$ cat src/rtl/csmap_pkg.sv
package csmap_pkg;

    localparam int CS_W    = 2;
    localparam int NCOPY   = 2;
    localparam int MODE_W  = 2;

    typedef enum logic [MODE_W-1:0] {
        S_DUAL = 2'b00,
        S_QDIR = 2'b01,
        S_QENC = 2'b11
    } map_state_e;

    function automatic map_state_e field_to_state(input logic [MODE_W-1:0] fld);
        map_state_e r;
        case (fld)
            2'b01:   r = S_QDIR;
            2'b11:   r = S_QENC;
            default: r = S_DUAL;
        endcase
        return r;
    endfunction

endpackage

$ cat src/rtl/csmap_mode_fsm.sv
module csmap_mode_fsm
    import csmap_pkg::*;
(
    input  logic              clk,
    input  logic              rst_n,
    input  logic [MODE_W-1:0] mode_sel,
    output map_state_e        state_q,
    output map_state_e        state_nxt,
    output logic              switch_evt
);

    always_comb begin
        state_nxt  = field_to_state(mode_sel);
        switch_evt = (state_nxt != state_q);
    end

    always_ff @(posedge clk or negedge rst_n) begin
        if (!rst_n) begin
            state_q <= S_DUAL;
        end else begin
            state_q <= state_nxt;
        end
    end


    state_follow_chk: assert property (@(posedge clk) disable iff (!rst_n)
        switch_evt |=> (state_q == $past(state_nxt)));


    reserved_dual_chk: assert property (@(posedge clk) disable iff (!rst_n)
        (mode_sel == 2'b10) |=> (state_q == S_DUAL));

endmodule

$ cat src/rtl/csmap_route.sv
module csmap_route
    import csmap_pkg::*;
#(
    parameter int CID_W = 3
) (
    input  map_state_e        mode,
    input  logic              guard,
    input  logic [CS_W-1:0]   host_cs_n,
    input  logic [CID_W-1:0]  host_cid,
    output logic [CS_W-1:0]   cs_d,
    output logic [CID_W-1:0]  cid_d
);

    logic pick_odd;

    always_comb begin
        pick_odd = host_cid[0];
        cs_d     = host_cs_n;
        cid_d    = host_cid;
        unique case (mode)
            S_DUAL: begin
                cs_d  = host_cs_n;
                cid_d = host_cid;
            end
            S_QDIR: begin
                cs_d       = host_cs_n;
                cid_d[1:0] = host_cid[1:0];
            end
            S_QENC: begin
                cs_d[0]  = host_cs_n[0] |  pick_odd;
                cs_d[1]  = host_cs_n[0] | ~pick_odd;
                cid_d[0] = host_cs_n[1] |  pick_odd;
                cid_d[1] = host_cs_n[1] | ~pick_odd;
            end
        endcase
        if (guard) begin
            cs_d = '1;
            if (mode != S_DUAL) begin
                cid_d[1:0] = 2'b11;
            end
        end
    end

    always_comb begin
        if (mode == S_QENC) begin

            enc_pair_chk: assert ((cs_d[0] | cs_d[1]) && (cid_d[0] | cid_d[1]));
        end
    end

endmodule

$ cat src/rtl/csmap_copy_reg.sv
module csmap_copy_reg
    import csmap_pkg::*;
#(
    parameter int CID_W = 3
) (
    input  logic              clk,
    input  logic              rst_n,
    input  logic [CS_W-1:0]   cs_d,
    input  logic [CID_W-1:0]  cid_d,
    output logic [CS_W-1:0]   cs_q,
    output logic [CID_W-1:0]  cid_q
);

    always_ff @(posedge clk or negedge rst_n) begin
        if (!rst_n) begin
            cs_q  <= '1;
            cid_q <= '0;
        end else begin
            cs_q  <= cs_d;
            cid_q <= cid_d;
        end
    end

endmodule

$ cat src/rtl/csmap_top.sv
module csmap_top
    import csmap_pkg::*;
#(
    parameter int CID_W = 3
) (
    input  logic              clk,
    input  logic              rst_n,
    input  logic [1:0]        mode_sel,
    input  logic [1:0]        host_cs_n,
    input  logic [CID_W-1:0]  host_cid,
    output logic [1:0]        a_cs_n,
    output logic [CID_W-1:0]  a_cid,
    output logic [1:0]        b_cs_n,
    output logic [CID_W-1:0]  b_cid
);

    map_state_e         state_q;
    map_state_e         state_nxt;
    logic               switch_evt;
    logic [CS_W-1:0]    cs_d;
    logic [CID_W-1:0]   cid_d;
    logic [CS_W-1:0]    cs_q  [NCOPY];
    logic [CID_W-1:0]   cid_q [NCOPY];

    csmap_mode_fsm u_fsm (
        .clk        (clk),
        .rst_n      (rst_n),
        .mode_sel   (mode_sel),
        .state_q    (state_q),
        .state_nxt  (state_nxt),
        .switch_evt (switch_evt)
    );

    csmap_route #(.CID_W(CID_W)) u_route (
        .mode      (state_nxt),
        .guard     (switch_evt),
        .host_cs_n (host_cs_n),
        .host_cid  (host_cid),
        .cs_d      (cs_d),
        .cid_d     (cid_d)
    );

    for (genvar g = 0; g < NCOPY; g++) begin : g_copy
        csmap_copy_reg #(.CID_W(CID_W)) u_reg (
            .clk   (clk),
            .rst_n (rst_n),
            .cs_d  (cs_d),
            .cid_d (cid_d),
            .cs_q  (cs_q[g]),
            .cid_q (cid_q[g])
        );
    end

    assign a_cs_n = cs_q[0];
    assign a_cid  = cid_q[0];
    assign b_cs_n = cs_q[1];
    assign b_cid  = cid_q[1];


    copy_match_chk: assert property (@(posedge clk) disable iff (!rst_n)
        (a_cs_n == b_cs_n) && (a_cid == b_cid));


    dual_pass_chk: assert property (@(posedge clk) disable iff (!rst_n)
        (state_nxt == S_DUAL && !switch_evt) |=>
            (a_cs_n == $past(host_cs_n)) && (a_cid == $past(host_cid)));


    enc_sel0_chk: assert property (@(posedge clk) disable iff (!rst_n)
        (state_nxt == S_QENC && !switch_evt) |=>
            (a_cs_n[0] == ($past(host_cs_n[0]) | $past(host_cid[0]))));


    cid_top_chk: assert property (@(posedge clk) disable iff (!rst_n)
        (state_nxt != S_DUAL) |=> (a_cid[2] == $past(host_cid[2])));


    guard_desel_chk: assert property (@(posedge clk) disable iff (!rst_n)
        switch_evt |=> (&a_cs_n) && (&b_cs_n));

endmodule

$ cat config.mk
export PLATFORM = sky130hd
export DESIGN_NAME = csmap_top
export DESIGN_NICKNAME = d
export VERILOG_FILES = /design/src/rtl/csmap_pkg.sv /design/src/rtl/csmap_mode_fsm.sv /design/src/rtl/csmap_route.sv /design/src/rtl/csmap_copy_reg.sv /design/src/rtl/csmap_top.sv
export SDC_FILE = /design/constraint.sdc
export NUM_CORES = 1
export LEC_CHECK = 0
export BUFFER_PORTS_ARGS = -buffer_cell sky130_fd_sc_hd__buf_2
export CAP_MARGIN = 30
export CORE_AREA = 2 2 39 41
export DETAILED_ROUTE_END_ITERATION = 8
export DIE_AREA = 0 0 41 43
export PLACE_DENSITY = 0.58
export SYNTH_ARGS = -nofsm -noshare
export SYNTH_HDL_FRONTEND = slang
export SYNTH_SLANG_ARGS = --single-unit
$ cat constraint.sdc
create_clock -name clk -period 2 [get_ports clk]
set_input_delay 0.3 -clock clk [delete_from_list [all_inputs] [get_ports clk]]
set_output_delay 0.3 -clock clk [all_outputs]
set_load 0.01 [all_outputs]
==> flow_summary.toml, run 1 <==
[critical_path]
rrSetupSlack_ps = 970
path_delay_family = "flip-flops"
cp_data_required_time_ps = 1700
cp_num_buf_inv = 1
critPathMaxStageDelay_ps = 520
arrival_ps = 880
r2r-end = "g_copy[1].u_reg.cid_q[1]"
crit_chain = "buf_2"
critPathLaunchType = "flip-flop"
r2r_cells = 3
reg2reg_from = "u_fsm.state_q[1]"
cpMaxStageDelayCell = "dfstp_2"
cp_max_fo = 2
endpoint_kind = "output port"
critPathKind = "flip-flop to output port"

[floorplanning]
die_x_um = 41
start_util_pct = 23.15
dieArea_um2 = 1763
io_pins = 19
rows = 14
die_h_um = 43
core_area_um2 = 1384

[detailed_routing]
drtIter0Drc = 15
drc = 0
via_count = 261
first_pass_iters = 3
antenna_left = 0
wl_per_cell_um = 9.645
drt_wl_total_um = 598
vias_per_cell = 4.210

[synth]
syn_nets = 38
synthTopCellsByArea = "dfrtp_1, dfstp_2, buf_4, nor2_1, and3b_2"
syn-instance-count = 29
yosysWarningCount = 0
seq_area_frac_synth_pct = 55.47
yosysTopAreaCellShare_pct = 39.06
syn_area_per_cell_um2 = 11.05
synth_cell_types = 17
synth_top_cell_by_area = "dfrtp_1"
syn_area_um2 = 320.3
ys_ff_latch = 7

[power]
ir_worst_vdd_uv = 145.2
p_leak_uw = 0.0002013
power.density_nw_per_um2 = 770.7

[timing]
worst_slew_pin_slew_ps = 147.7
max_freq_mhz = 844.4
drv_slew = 0
fin_ws_ps = 815.7
finalCriticalPeriod_ps = 1184
fin_skew_ps = 2.262
period_share_pct = 59.21
hold_viol = 0
timing.setup.tns_ps = 0
setup_viol_count_final = 0
rsz0062_at_grt = "no"
relSlewSlack_pct = 90.05
holdWs_ps = 166.6

[min_path]
whs_path_depth = 1
hold_path_end = "g_copy[1].u_reg.cid_q[2]"
worstHoldStart = "host_cid[2]"
hp-class = "input port to flip-flop"

[run]
maxCapViolations = 0

[cells_and_area]
layout-drive-gt1-share_pct = 54.35
nFillCells = 153
nets = 56
area_growth_pct = 32.81
fin_area_um2 = 425.4
diodes = 0

[cts]
cts_root_buffer = "clkbuf_4"
insertion_delay_ps = 240
htreeDepth = 1
cts_buffers = 3
cts_resized = 0
path_clk_slew_ps = 50
cts.path.max_buffers = 2
cts.sinks = 7
cts_tree = "built"

[global_route]
grt_start_max_net_pins = 8
grt_pass1_wl_um = 972
grt_pass1_vias = 262
overflow = 0
antenna_found_initial = 0
grt.total_usage_pct = 8.981

[placement]
dpl-instance-area_um2 = 389.1
place.port_buffers = 18
finalWeightedCongestion = 0.7652
post-place-ws_ps = 956.3

[run_status]
status = "complete, no violations"
## layer usage
layer | global-route usage, % | wire length (um)
met1 | 9.804 | 245
met3 | 0 | 59
met4 | 14.00 | 0
met5 | 0 | 0
met2 | 11.88 | 293
## cell families after synthesis
| group | Yosys count | share of synthesized area, % |
|---|---|---|
| compound gates | 6 | 11.72 |
| xor+xnor | 1 | 2.735 |
| buf+inv | 6 | 12.89 |
| flops | 7 | 55.47 |
| simple gates | 9 | 17.19 |
## worst max path at each step
stage | slack (ps) | startpoint | end | cells past startpoint
2_1_floorplan | 1050 | g_copy[1].u_reg.cs_q[0] | b_cs_n[0] | 1
4_1_cts | 800 | g_copy[1].u_reg.cs_q[0] | b_cs_n[0] | 1
6_report | 820 | g_copy[1].u_reg.cs_q[0] | b_cs_n[0] | 1
3_3_place_gp | 960 | mode_sel[1] | g_copy[1].u_reg.cid_q[1] | 4
5_1_grt | 780 | g_copy[1].u_reg.cs_q[0] | a_cs_n[0] | 1
3_5_place_dp | 960 | mode_sel[1] | g_copy[1].u_reg.cid_q[1] | 4
## power breakdown
part	internal [uW]	switching, uW	total (uW)
Combinational	24.0	25.4	49.4
Clock	75.7	46.1	122
Sequential	152	4.48	157
Total	252	76.0	328
## metrics by stage
stage	util, %	total power, uW	std cells
floorplan	-	188.4	29
global placement	28.12	206.6	57
detailed placement	28.12	207.4	57
CTS	30.74	336.2	62
global route	30.74	351.0	62
finish	30.74	327.9	62
## flip-flops by register name, indices dropped and copies added (netlist names)
signal and cells:
g_copy.u_reg.cs_q 2, u_fsm.state_q 2, g_copy.u_reg.cid_q 3
## cell type report
type	count	area [um^2]	area share, %
clock buffers	4	26.28	6.176
flip-flops and latches	7	177.7	41.76
multi-input cells	16	101.3	23.82
well taps	16	20.02	4.706
repair buffers	19	100.1	23.53
## timing repair
| action | 4_1_cts | 5_1_grt |
|---|---|---|
| hold endpoints to repair | 5 | 0 |
| hold buffers | 1 | 0 |
| setup buffers | 0 | 0 |
## synthesized netlist by cell type
cell type,count
a21o_1,1
a21oi_1,1
a31o_1,1
and2_2,1
and3b_1,1
and3b_2,1
buf_4,5
clkbuf_1,1
dfrtp_1,5
dfstp_2,2
nand3_1,1
nand3b_1,1
nor2_1,3
nor3_1,1
o21ai_0,2
o22ai_1,1
xnor2_1,1
## cell usage in the layout (no fill, tap or decap)
cell type,count
and3b_2,1
o22ai_1,1
a31o_1,1
nand3_1,1
o21ai_0,2
clkbuf_4,3
buf_2,18
dfrtp_1,5
clkbuf_1,1
a21o_1,1
nor2_1,3
and3b_1,1
dlygate4sd3_1,1
nor3_1,1
and2_2,1
dfstp_2,2
nand3b_1,1
xnor2_1,1
a21oi_1,1
(Power assumes the default switching activity.)
==> run 2, diff against run 1 <==
Settings changed: PLACE_DENSITY 0.58 to 0.6.
Clock period 2 ns to 0.9 ns, I/O delays scaled along.
==> flow_summary.toml, run 2 (synthesis results as in run 1) <==
[critical_path]
critPathKind = "flip-flop to output port"
r2r-end = "g_copy[1].u_reg.cid_q[1]"
r2r_cells = 3
path_depth = 1
crit_path_start = "g_copy[1].u_reg.cs_q[1]"
cp_data_required_time_ps = 760
cpMaxStageDelayCell = "dfstp_2"
rrSetupSlack_ps = -80
crit_chain = "buf_6"
cp_num_buf_inv = 1
endpoint_kind = "output port"
critPathMaxStageDelay_ps = 550
arrival_ps = 900
critPathLaunchType = "flip-flop"
cp_max_fo = 2
path_delay_family = "flip-flops"
crit_end = "a_cs_n[1]"
reg2reg_from = "u_fsm.state_q[1]"

[cells_and_area]
area_growth_pct = 49.61
nets = 57
layout_commonest_cell = "buf_2"
largest_reg_flops = 3
top_register = "g_copy.u_reg.cid_q"
layout-drive-gt1-share_pct = 59.57
nFillCells = 141
multi_input_area_um2 = 113.9
diodes = 0
reg_top3 = "g_copy.u_reg.cid_q x3, g_copy.u_reg.cs_q x2, u_fsm.state_q x2"
mostFrequentLayoutCells = "buf_2, dfrtp_1, buf_6"
fin_util_pct = 34.63
seqCellArea_um2 = 177.7

[floorplanning]
core_area_um2 = 1384
rows = 14
die_x_um = 41
io_pins = 19
die_h_um = 43
start_util_pct = 23.15
dieArea_um2 = 1763

[timing]
period_share_pct = 114.7
drv_slew = 0
relSlewSlack_pct = 89.14
finalCriticalPeriod_ps = 1032
timing.setup.tns_ps = -709.5
setup_viol_count_final = 9
max_freq_mhz = 968.6
fin_ws_ps = -132.4
rsz0062_at_grt = "yes"
worst_slew_pin_slew_ps = 162.9
fin_skew_ps = 1.610
hold_viol = 0

[detailed_routing]
drtIter0Drc = 2
vias_per_cell = 4.413
wl_per_cell_um = 10.97
drt_wl_total_um = 691
antenna_left = 0
first_pass_iters = 4
via_count = 278
drc = 0

[cts]
cts_tree = "built"
cts_buffers = 3
cts.sinks = 7
cts_root_buffer = "clkbuf_4"
post-cts-setup-buffers = 0
path_clk_slew_ps = 50
htreeDepth = 1
insertion_delay_ps = 250
cts.path.max_buffers = 2

[power]
power.density_nw_per_um2 = 1604
p_leak_uw = 0.0002240
ir_worst_vdd_uv = 437.1
p_total_uw = 768.9

[run_status]
status = "finished, violations left"
violations = "setup timing"

[run]
maxCapViolations = 0

[global_route]
grt_pass1_vias = 261
grt_pass1_wl_mm = 1.055
overflow = 0
grt.total_usage_pct = 10.07
antenna_found_initial = 0
grt_start_max_net_pins = 8

[placement]
finalWeightedCongestion = 0.8145
place.port_buffers = 18
dp_hpwl_um = 523.7

[min_path]
whs_path_depth = 1
hp-class = "input port to flip-flop"
worstHoldStart = "mode_sel[0]"
==> run 2: changes by cell type in the layout (fill, tap and decap cells not counted), sizes merged <==
| cell | delta |
|---|---|
| dlygate4sd3 | +1 |
==> run 2: final cells by class <==
type,instances,share of cell area (%)
clock buffers,4,5.483
multi-input cells,16,23.76
flip-flops and latches,7,37.08
well taps,16,4.178
repair buffers,20,29.50
==> run 2: worst min path at each step <==
stage / to
3_5_place_dp: g_copy[1].u_reg.cid_q[0]
5_1_grt: u_fsm.state_q[0]
4_1_cts: u_fsm.state_q[0]
3_3_place_gp: g_copy[1].u_reg.cid_q[2]
6_report: u_fsm.state_q[0]
2_1_floorplan: g_copy[1].u_reg.cid_q[0]
==> run 2: timing repair <==
action	CTS	global route
endpoints found under the hold margin	8	0
resized for setup	2	7
pin swaps	5	0
setup endpoints to repair	8	14
hold buffers	2	0
==> run 2: per-layer routing <==
layer / vias up / routed length, um / global-route usage (%)
met3: 2 / 45 / 1.571
met1: 127 / 273 / 11.04
met4: 0 / 19 / 14.00
met5: - / 0 / 0
li1: 131 / - / -
met2: 18 / 353 / 13.13
==> run 2: metrics by stage <==
step                area [um^2]  hold WS [ps]  std cells  setup WS (ps)
finish                    479.2         80.78         63         -132.4
global route              479.2         72.62         63         -180.6
CTS                       439.2         63.87         63         -137.4
detailed placement        389.1        -23.23         57         -93.24
global placement          389.1        -27.37         57         -27.53
floorplan                 320.3        -160.6         29         -7.643
==> run 2: where the power goes <==
part           leakage, uW  switching [uW]  total [uW]  internal, uW
Combinational     0.000131            61.5         135          73.7
Clock            0.0000150             112         281           169
Sequential       0.0000785            14.5         353           338
Total             0.000224             188         769           581
